**src/rtl/fcmp_pkg.sv**
```systemverilog
package fcmp_pkg;

  typedef enum logic [1:0] {
    REL_EQ = 2'd0,
    REL_LT = 2'd1,
    REL_GT = 2'd2,
    REL_UN = 2'd3
  } fcmp_rel_e;

  typedef struct packed {
    logic n;
    logic z;
    logic c;
    logic v;
  } fcmp_nzcv_t;

  localparam fcmp_nzcv_t NZCV_IDLE = '{n: 1'b0, z: 1'b0, c: 1'b0, v: 1'b0};

  function automatic fcmp_nzcv_t rel_to_nzcv(fcmp_rel_e rel);
    fcmp_nzcv_t f;
    unique case (rel)
      REL_EQ:  f = '{n: 1'b0, z: 1'b1, c: 1'b1, v: 1'b0};
      REL_LT:  f = '{n: 1'b1, z: 1'b0, c: 1'b0, v: 1'b0};
      REL_GT:  f = '{n: 1'b0, z: 1'b0, c: 1'b1, v: 1'b0};
      default: f = '{n: 1'b0, z: 1'b0, c: 1'b1, v: 1'b1};
    endcase
    return f;
  endfunction

endpackage

```
**src/rtl/fcmp_classify.sv**
```systemverilog
module fcmp_classify #(
  parameter int EXP_W = 8,
  parameter int MAN_W = 23,
  localparam int W    = EXP_W + MAN_W + 1,
  localparam int MAG_W = W - 1
) (
  input  logic [W-1:0]     op,
  output logic             sign,
  output logic             is_zero,
  output logic             is_nan,
  output logic             is_snan,
  output logic [MAG_W-1:0] mag
);

  function automatic logic exp_all_ones(logic [EXP_W-1:0] e);
    return &e;
  endfunction

  function automatic logic frac_nonzero(logic [MAN_W-1:0] f);
    return |f;
  endfunction

  logic [EXP_W-1:0] exp_f;
  logic [MAN_W-1:0] frac_f;

  assign sign    = op[W-1];
  assign exp_f   = op[W-2 -: EXP_W];
  assign frac_f  = op[MAN_W-1:0];
  assign mag     = op[MAG_W-1:0];
  assign is_zero = (mag == '0);
  assign is_nan  = exp_all_ones(exp_f) && frac_nonzero(frac_f);
  assign is_snan = is_nan && !frac_f[MAN_W-1];

endmodule

```
**src/rtl/fcmp_order.sv**
```systemverilog
module fcmp_order
  import fcmp_pkg::*;
#(
  parameter int EXP_W = 8,
  parameter int MAN_W = 23,
  localparam int MAG_W = EXP_W + MAN_W
) (
  input  logic             a_sign,
  input  logic             a_zero,
  input  logic             a_nan,
  input  logic [MAG_W-1:0] a_mag,
  input  logic             b_sign,
  input  logic             b_zero,
  input  logic             b_nan,
  input  logic [MAG_W-1:0] b_mag,
  output fcmp_rel_e        rel
);

  function automatic fcmp_rel_e order_of(
    logic sa, logic za, logic na, logic [MAG_W-1:0] ma,
    logic sb, logic zb, logic nb, logic [MAG_W-1:0] mb);
    logic mag_lt;
    if (na || nb)            return REL_UN;
    if (za && zb)            return REL_EQ;
    if (sa != sb)            return sa ? REL_LT : REL_GT;
    if (ma == mb)            return REL_EQ;
    mag_lt = (ma < mb);
    return (mag_lt ^ sa) ? REL_LT : REL_GT;
  endfunction

  assign rel = order_of(a_sign, a_zero, a_nan, a_mag,
                        b_sign, b_zero, b_nan, b_mag);

endmodule

```
**src/rtl/fcmp_flag_reg.sv**
```systemverilog
module fcmp_flag_reg
  import fcmp_pkg::*;
(
  input  logic      clk,
  input  logic      rst_n,
  input  logic      load,
  input  fcmp_rel_e rel,
  input  logic      inv_in,
  output logic      flag_n,
  output logic      flag_z,
  output logic      flag_c,
  output logic      flag_v,
  output logic      unord,
  output logic      invalid
);

  fcmp_nzcv_t nzcv_q;
  fcmp_nzcv_t nzcv_d;
  logic       unord_q;
  logic       inv_q;

  assign nzcv_d = rel_to_nzcv(rel);

  always_ff @(posedge clk or negedge rst_n) begin
    if (!rst_n) begin
      nzcv_q  <= NZCV_IDLE;
      unord_q <= 1'b0;
      inv_q   <= 1'b0;
    end else if (load) begin
      nzcv_q  <= nzcv_d;
      unord_q <= (rel == REL_UN);
      inv_q   <= inv_in;
    end
  end

  assign flag_n  = nzcv_q.n;
  assign flag_z  = nzcv_q.z;
  assign flag_c  = nzcv_q.c;
  assign flag_v  = nzcv_q.v;
  assign unord   = unord_q;
  assign invalid = inv_q;

endmodule

```
**src/rtl/fcmp_flag_unit.sv**
```systemverilog
module fcmp_flag_unit
  import fcmp_pkg::*;
#(
  parameter int EXP_W = 8,
  parameter int MAN_W = 23,
  localparam int W     = EXP_W + MAN_W + 1,
  localparam int MAG_W = W - 1
) (
  input  logic         clk,
  input  logic         rst_n,
  input  logic         in_valid,
  input  logic [W-1:0] op_a,
  input  logic [W-1:0] op_b,
  input  logic         cmp_zero,
  input  logic         trap_qnan,
  output logic         flag_n,
  output logic         flag_z,
  output logic         flag_c,
  output logic         flag_v,
  output logic         unordered,
  output logic         invalid_op
);

  // second operand after zero-mode substitution
  logic [W-1:0]     op_b_eff;
  logic             a_sign, a_zero, a_nan, a_snan;
  logic             b_sign, b_zero, b_nan, b_snan;
  logic [MAG_W-1:0] a_mag, b_mag;
  fcmp_rel_e        rel_now;
  logic             any_nan, any_snan, inv_now;

  assign op_b_eff = cmp_zero ? '0 : op_b;

  fcmp_classify #(.EXP_W(EXP_W), .MAN_W(MAN_W)) u_cls_a (
    .op(op_a), .sign(a_sign), .is_zero(a_zero), .is_nan(a_nan),
    .is_snan(a_snan), .mag(a_mag)
  );

  fcmp_classify #(.EXP_W(EXP_W), .MAN_W(MAN_W)) u_cls_b (
    .op(op_b_eff), .sign(b_sign), .is_zero(b_zero), .is_nan(b_nan),
    .is_snan(b_snan), .mag(b_mag)
  );

  fcmp_order #(.EXP_W(EXP_W), .MAN_W(MAN_W)) u_order (
    .a_sign(a_sign), .a_zero(a_zero), .a_nan(a_nan), .a_mag(a_mag),
    .b_sign(b_sign), .b_zero(b_zero), .b_nan(b_nan), .b_mag(b_mag),
    .rel(rel_now)
  );

  assign any_nan  = a_nan | b_nan;
  assign any_snan = a_snan | b_snan;
  assign inv_now  = any_snan | (trap_qnan & any_nan);

  fcmp_flag_reg u_flags (
    .clk(clk), .rst_n(rst_n), .load(in_valid), .rel(rel_now), .inv_in(inv_now),
    .flag_n(flag_n), .flag_z(flag_z), .flag_c(flag_c), .flag_v(flag_v),
    .unord(unordered), .invalid(invalid_op)
  );

endmodule

```
**config.mk**
```make
export PLATFORM = sky130hd
export DESIGN_NAME = fcmp_flag_unit
export DESIGN_NICKNAME = d
export VERILOG_FILES = /design/src/rtl/fcmp_pkg.sv /design/src/rtl/fcmp_classify.sv /design/src/rtl/fcmp_order.sv /design/src/rtl/fcmp_flag_reg.sv /design/src/rtl/fcmp_flag_unit.sv
export SDC_FILE = /design/constraint.sdc
export NUM_CORES = 1
export LEC_CHECK = 0
export ABC_AREA = 1
export BUFFER_PORTS_ARGS = -buffer_cell sky130_fd_sc_hd__buf_2
export CORE_MARGIN = 4
export CORE_UTILIZATION = 25
export DETAILED_ROUTE_END_ITERATION = 16
export GPL_TIMING_DRIVEN = 0
export SETUP_SLACK_MARGIN = 0.4
export SYNTH_ARGS = -nofsm -noshare
export SYNTH_HDL_FRONTEND = slang
export SYNTH_SLANG_ARGS = --single-unit
```
**constraint.sdc**
```tcl
create_clock -name clk -period 1.88 [get_ports clk]
set_clock_uncertainty 0.1 [all_clocks]
set_input_delay 0.282 -clock clk [delete_from_list [all_inputs] [get_ports clk]]
set_output_delay 0.282 -clock clk [all_outputs]
set_load 0.02 [all_outputs]
```
=== Word level (Yosys, flattened, before mapping) ===
Cells that the tools add are included.

* Bits in registers: 6
* Bits of input ports: 69
* Output and inout bits: 6
* Logic and storage cells: 54

* Order comparisons: 1
* Equality and inequality tests: 5
* Multiplexer cells: 22
* Bitwise operators: 5
* Reductions and logical operators: 15

{| class="wikitable"
|+ Operators by type and width
! cell !! count
|-
| $logic_not A31 Y1 || 2
|-
| $reduce_or A23 Y1 || 2
|-
| $mux W32 || 1
|-
| $eq A31 B31 Y1 || 1
|-
| $lt A31 B31 Y1 || 1
|-
| $mux W2 || 10
|-
| $reduce_and A8 Y1 || 2
|-
| $pmux W4 S3 || 1
|-
| $mux W1 || 10
|-
| $logic_and A1 B1 Y1 || 5
|-
| $eq A2 B2 Y1 const B || 2
|-
| $or A1 B1 Y1 || 3
|-
| $eq A2 B1 Y1 const B || 1
|-
| $logic_not A1 Y1 || 2
|-
| $logic_not A2 Y1 || 1
|-
| $and A1 B1 Y1 || 1
|-
| $logic_or A1 B1 Y1 || 1
|-
| $ne A1 B1 Y1 || 1
|-
| $xor A1 B1 Y1 || 1
|}

=== Depth between registers and ports, before layout ===
* Depth in word-level cells: 17
* Mapped depth: 19
* Gate-level depth less buffers: 19

=== Hierarchy ===
From an unflattened synthesis, not the netlist that was laid out.

* Cells, all modules: 397
* Area total of the unflattened synthesis: 2248.4 µm²

{| class="wikitable"
|+ Modules (own cells, without submodules)
! module !! instances !! cells each !! area an instance (µm²) !! sequential area each (µm²)
|-
| fcmp_order || 1 || 174 || 1012.2 || 0.0
|-
| fcmp_classify || 2 || 64 || 371.6 || 0.0
|-
| fcmp_flag_unit || 1 || 70 || 286.5 || 0.0
|-
| fcmp_flag_reg || 1 || 25 || 206.4 || 125.1
|}

=== Worst setup path after synthesis ===
OpenSTA, ideal clock, no wires.

* Path type: in2reg
* Start point: in cmp_zero
* End point: reg u_flags.nzcv_q, in the netlist u_flags.flag_c
* Library setup time: 116 ps
* Arrival time: 1855 ps
* Required time: 1664 ps
* Path slack: -192 ps
* Stages on the path: 15
* Buffers on the path: 1
* Cell sequence: buf_6 > nor2_1 > inv_1 > ha_1 > nand2_1 > nor2_1 > nor3b_2 > a21oi_2 > nand2_1 > nand2_1 > nand3_1 > a21oi_2 > nand3_1 > nand2_1 > nand2_1

* Cells in the longest elaborated chain, start to end: 12
* Elaborated cells between the ends (all ways): 33
* Classes of those cells: 1 x order compare; 4 x eq/ne; 20 x mux; 1 x bitwise; 7 x reduce/logical

{| class="wikitable"
|+ Ends and longest elaborated chain
! element !! RTL line !! RTL
|-
| start, declared || fcmp_flag_unit.sv:14 || <nowiki>input logic cmp_zero,</nowiki>
|-
| $mux W32 * || fcmp_flag_unit.sv:32 || <nowiki>assign op_b_eff = cmp_zero ? '0 : op_b;</nowiki>
|-
| branches (longest 8 deep; another with $lt A31 B31 Y1) || -- ||
|-
| $mux W2 * || fcmp_order.sv:24 || <nowiki>if (za && zb) return REL_EQ;</nowiki>
|-
| $eq A2 B2 Y1, or another cell as far along || fcmp_pkg.sv:21 || <nowiki>unique case (rel)</nowiki>
|-
| $pmux W4 S3 * || fcmp_pkg.sv:21 ||
|-
| end signal, assigned || fcmp_flag_reg.sv:30 || <nowiki>nzcv_q <= nzcv_d;</nowiki>
|-
| end, declared || fcmp_flag_reg.sv:17 || <nowiki>fcmp_nzcv_t nzcv_q;</nowiki>
|}

Every way passes the cells marked *. The select of a mux whose other input is x is not followed.
A chain may end at the register's enable or synchronous reset.

=== Worst setup path in the final report ===
* Start point: in cmp_zero
* End point: reg u_flags.nzcv_q, in the netlist u_flags.flag_n

Same word-level chain as after synthesis.

==> out/qor.yml <==
status:
  status: "finished with violations"
  violations: "setup timing"
synth:
  synth_area_um2: 1550
  yosysWarnings: 0
  seq_area_frac_synth: 0.0810
  netlist_top_cells_area: "ha_1 25%, nand2_1 19%, inv_1 8.7%, dfrtp_1 8.1%, nor2_1 7.3%"
  ys_types: 25
  netlist.area_leader.share: 0.251
  synth_top_cell_by_area: "ha_1"
  synth.ff_latch_count: 5
  synth.avg_cell_area_um2: 5.92
  syn-num-nets: 361
  netlist_instances: 261
pwr:
  power_frac_seq: 0.130
  peakVddDrop_v: 0.000231
  leakage_nw: 1.38
  p_int_mw: 0.560
  clkPwrFrac: 0.211
  pwr_density_cell_nw_per_um2: 337
  power.switching_mw: 0.380
  combinationalPowerShare: 0.659
  switching_share: 0.405
timing:
  worst_slack_ns: -0.215
  fin_crit_sh: 1.11
  grt_setup_unrepaired: "true"
  tightest_slew_ns: 0.427
  layout_min_cycle_time_ns: 2.10
  setup_viol: 3
  fmaxAchievable_mhz: 477
  maxSlewViolCount: 0
  relSlewSlack: 0.713
  hold_violations: 0
floorplanning:
  num_rows: 28
  ioPinCount: 75
  core-area_um2: 5960
  dieArea_um2: 7500
  start_util: 0.259
  die_height_um: 86.6
  die_x_um: 86.6
finish:
  final_cell_mix: "73 x buf_2, 53 x nand2_1, 31 x inv_1"
  area_delta_synth_final_pct: 80.5
  final_nets: 453
  drive_above_1_share: 0.528
  layout_commonest_cell: "buf_2"
  antennaDiodeCount: 0
  multi_input_area_um2: 1730
  fillCellCount: 597
  post-route-util: 0.468
  register_area_um2: 125
  finalNonFillerCells: 427
grt:
  grt_max_degree: 8
  grt_overflow: 0
  grt_pass1_vias: 1953
  antenna_found_initial: 0
  grt.total_usage: 0.139
  grt_pass1_wl_um: 8580
critical_path:
  worst_setup_path_end_kind: "flip-flop"
  required_ns: 1.93
  critical_path_arrival_ns: 2.14
  cp_max_fo: 7
  start_kind: "primary input"
  criticalPathCategory: "primary input to flip-flop"
clock_tree:
  clockBufferDepth: 2
  tritoncts: "done"
  clk_pin_slew_worst_paths_ns: 0.03
  root_buffer: "clkbuf_8"
  htreeDepth: 1
  clock_latency_ns: 0.22
  cts_made_buffers: 3
  clock_sinks: 5
route:
  drt-pass1-iter-count: 4
  vias: 1985
  post_drt_wl_per_cell_um: 12.4
  drtIter0Drc: 57
  ant_nets: 0
  drc: 0
  wl_um: 5300
  routed_via_density: 4.65
place:
  dp_hpwl_um: 4240
  gp_congestion: 0.848
  place_inst: 410
  portBuffers: 74
run:
  maxCapViolations: 0
worst_hold_path:
  hold_path_class: "primary input to flip-flop"
## per-layer routing
metal / global-route usage / routed length, um
met1: 0.185 / 2420
met2: 0.243 / 2510
met3: 0.0181 / 302
met4: 0.0241 / 69
met5: 0 / 0
## Yosys cell counts, drive strengths merged
cell type  instances
nand3b             1
nor4               4
a21oi             14
ha                31
nand3             14
buf                4
o22ai              1
nor3               4
nand4             12
nor2              33
clkinv             1
nand2             87
inv               42
dfrtp              5
o21ai              4
o2111ai            1
nor3b              1
a21o               2
## cells by family (layout without fill, tap and decap cells)
family	after synthesis	in the layout	share of synthesized area
and+or+nand+nor	156	156	0.453
buffers and inverters	47	138	0.132
adders and majority gates	31	31	0.251
AOI/OAI and AO/OA	22	22	0.0826
DFF	5	5	0.0810
## power groups by stage
| stage | clock network (mW) | registers (mW) | logic (mW) |
|---|---|---|---|
| finish | 0.198 | 0.122 | 0.620 |
| floorplan | 0 | 0.135 | 0.279 |
| detailed placement | 0 | 0.124 | 0.458 |
| global route | 0.207 | 0.124 | 0.694 |
| global placement | 0 | 0.123 | 0.450 |
| CTS | 0.204 | 0.122 | 0.550 |
## flip-flops by register name, summed over array words and instances (netlist names)
register,count
u_flags.flag_c,1
u_flags.flag_n,1
u_flags.flag_v,1
u_flags.flag_z,1
u_flags.invalid,1
## worst paths after layout
check                               start        endpoint  slack (ns)  cells after the start
max                              cmp_zero  u_flags.flag_n       -0.22                     17
min                              in_valid  u_flags.flag_c        0.21                      3
max reg2reg                u_flags.flag_v  u_flags.flag_v        1.16                      2
min reg2reg                u_flags.flag_c  u_flags.flag_c        0.38                      2
max in group asynchronous           rst_n  u_flags.flag_z        1.22                      2
min in group asynchronous           rst_n  u_flags.flag_v        0.32                      2
## repair_timing
action	4_1_cts	5_1_grt
cloned	3	0
hold buffers	1	0
pin swaps	25	21
endpoints found under the hold margin	5	0
setup endpoints to repair	4	5
buffers inserted	7	2
gates resized for setup	37	38
## layout make-up
class,instances,share of cell area
Multi-Input combinational cell,209,0.620
Buffer,4,0.0242
Clock buffer,4,0.0162
Sequential cell,5,0.0449
Timing Repair Buffer,87,0.197
Inverter,43,0.0642
Tap cell,75,0.0336
## through the flow
step                      area, um2  setup WS, ns  TNS (ns)  power (mW)  hold slack, ns
after detailed placement       2220        -0.549     -1.47       0.581         0.00417
after global routing           2790        -0.350    -0.992        1.02           0.244
after CTS                      2620        -0.155    -0.406       0.877           0.203
after floorplan                1760        -0.138    -0.237       0.413          -0.114
after global placement         2220        -0.542     -1.44       0.572        0.000741
final                          2790        -0.215    -0.576       0.940           0.208
## critical path, cell delays in order
cell	delay, ns
buf_12	0.13
inv_16	0.08
buf_12	0.14
nand2_2	0.08
ha_4	0.25
nand2_1	0.05
a21oi_1	0.06
nor2_1	0.12
nand2_2	0.09
a21oi_4	0.20
nand2_2	0.08
nand2_2	0.07
nand3_2	0.07
a21oi_2	0.16
buf_4	0.14
inv_2	0.03
o21ai_1	0.10
(Power assumes the default switching activity.)
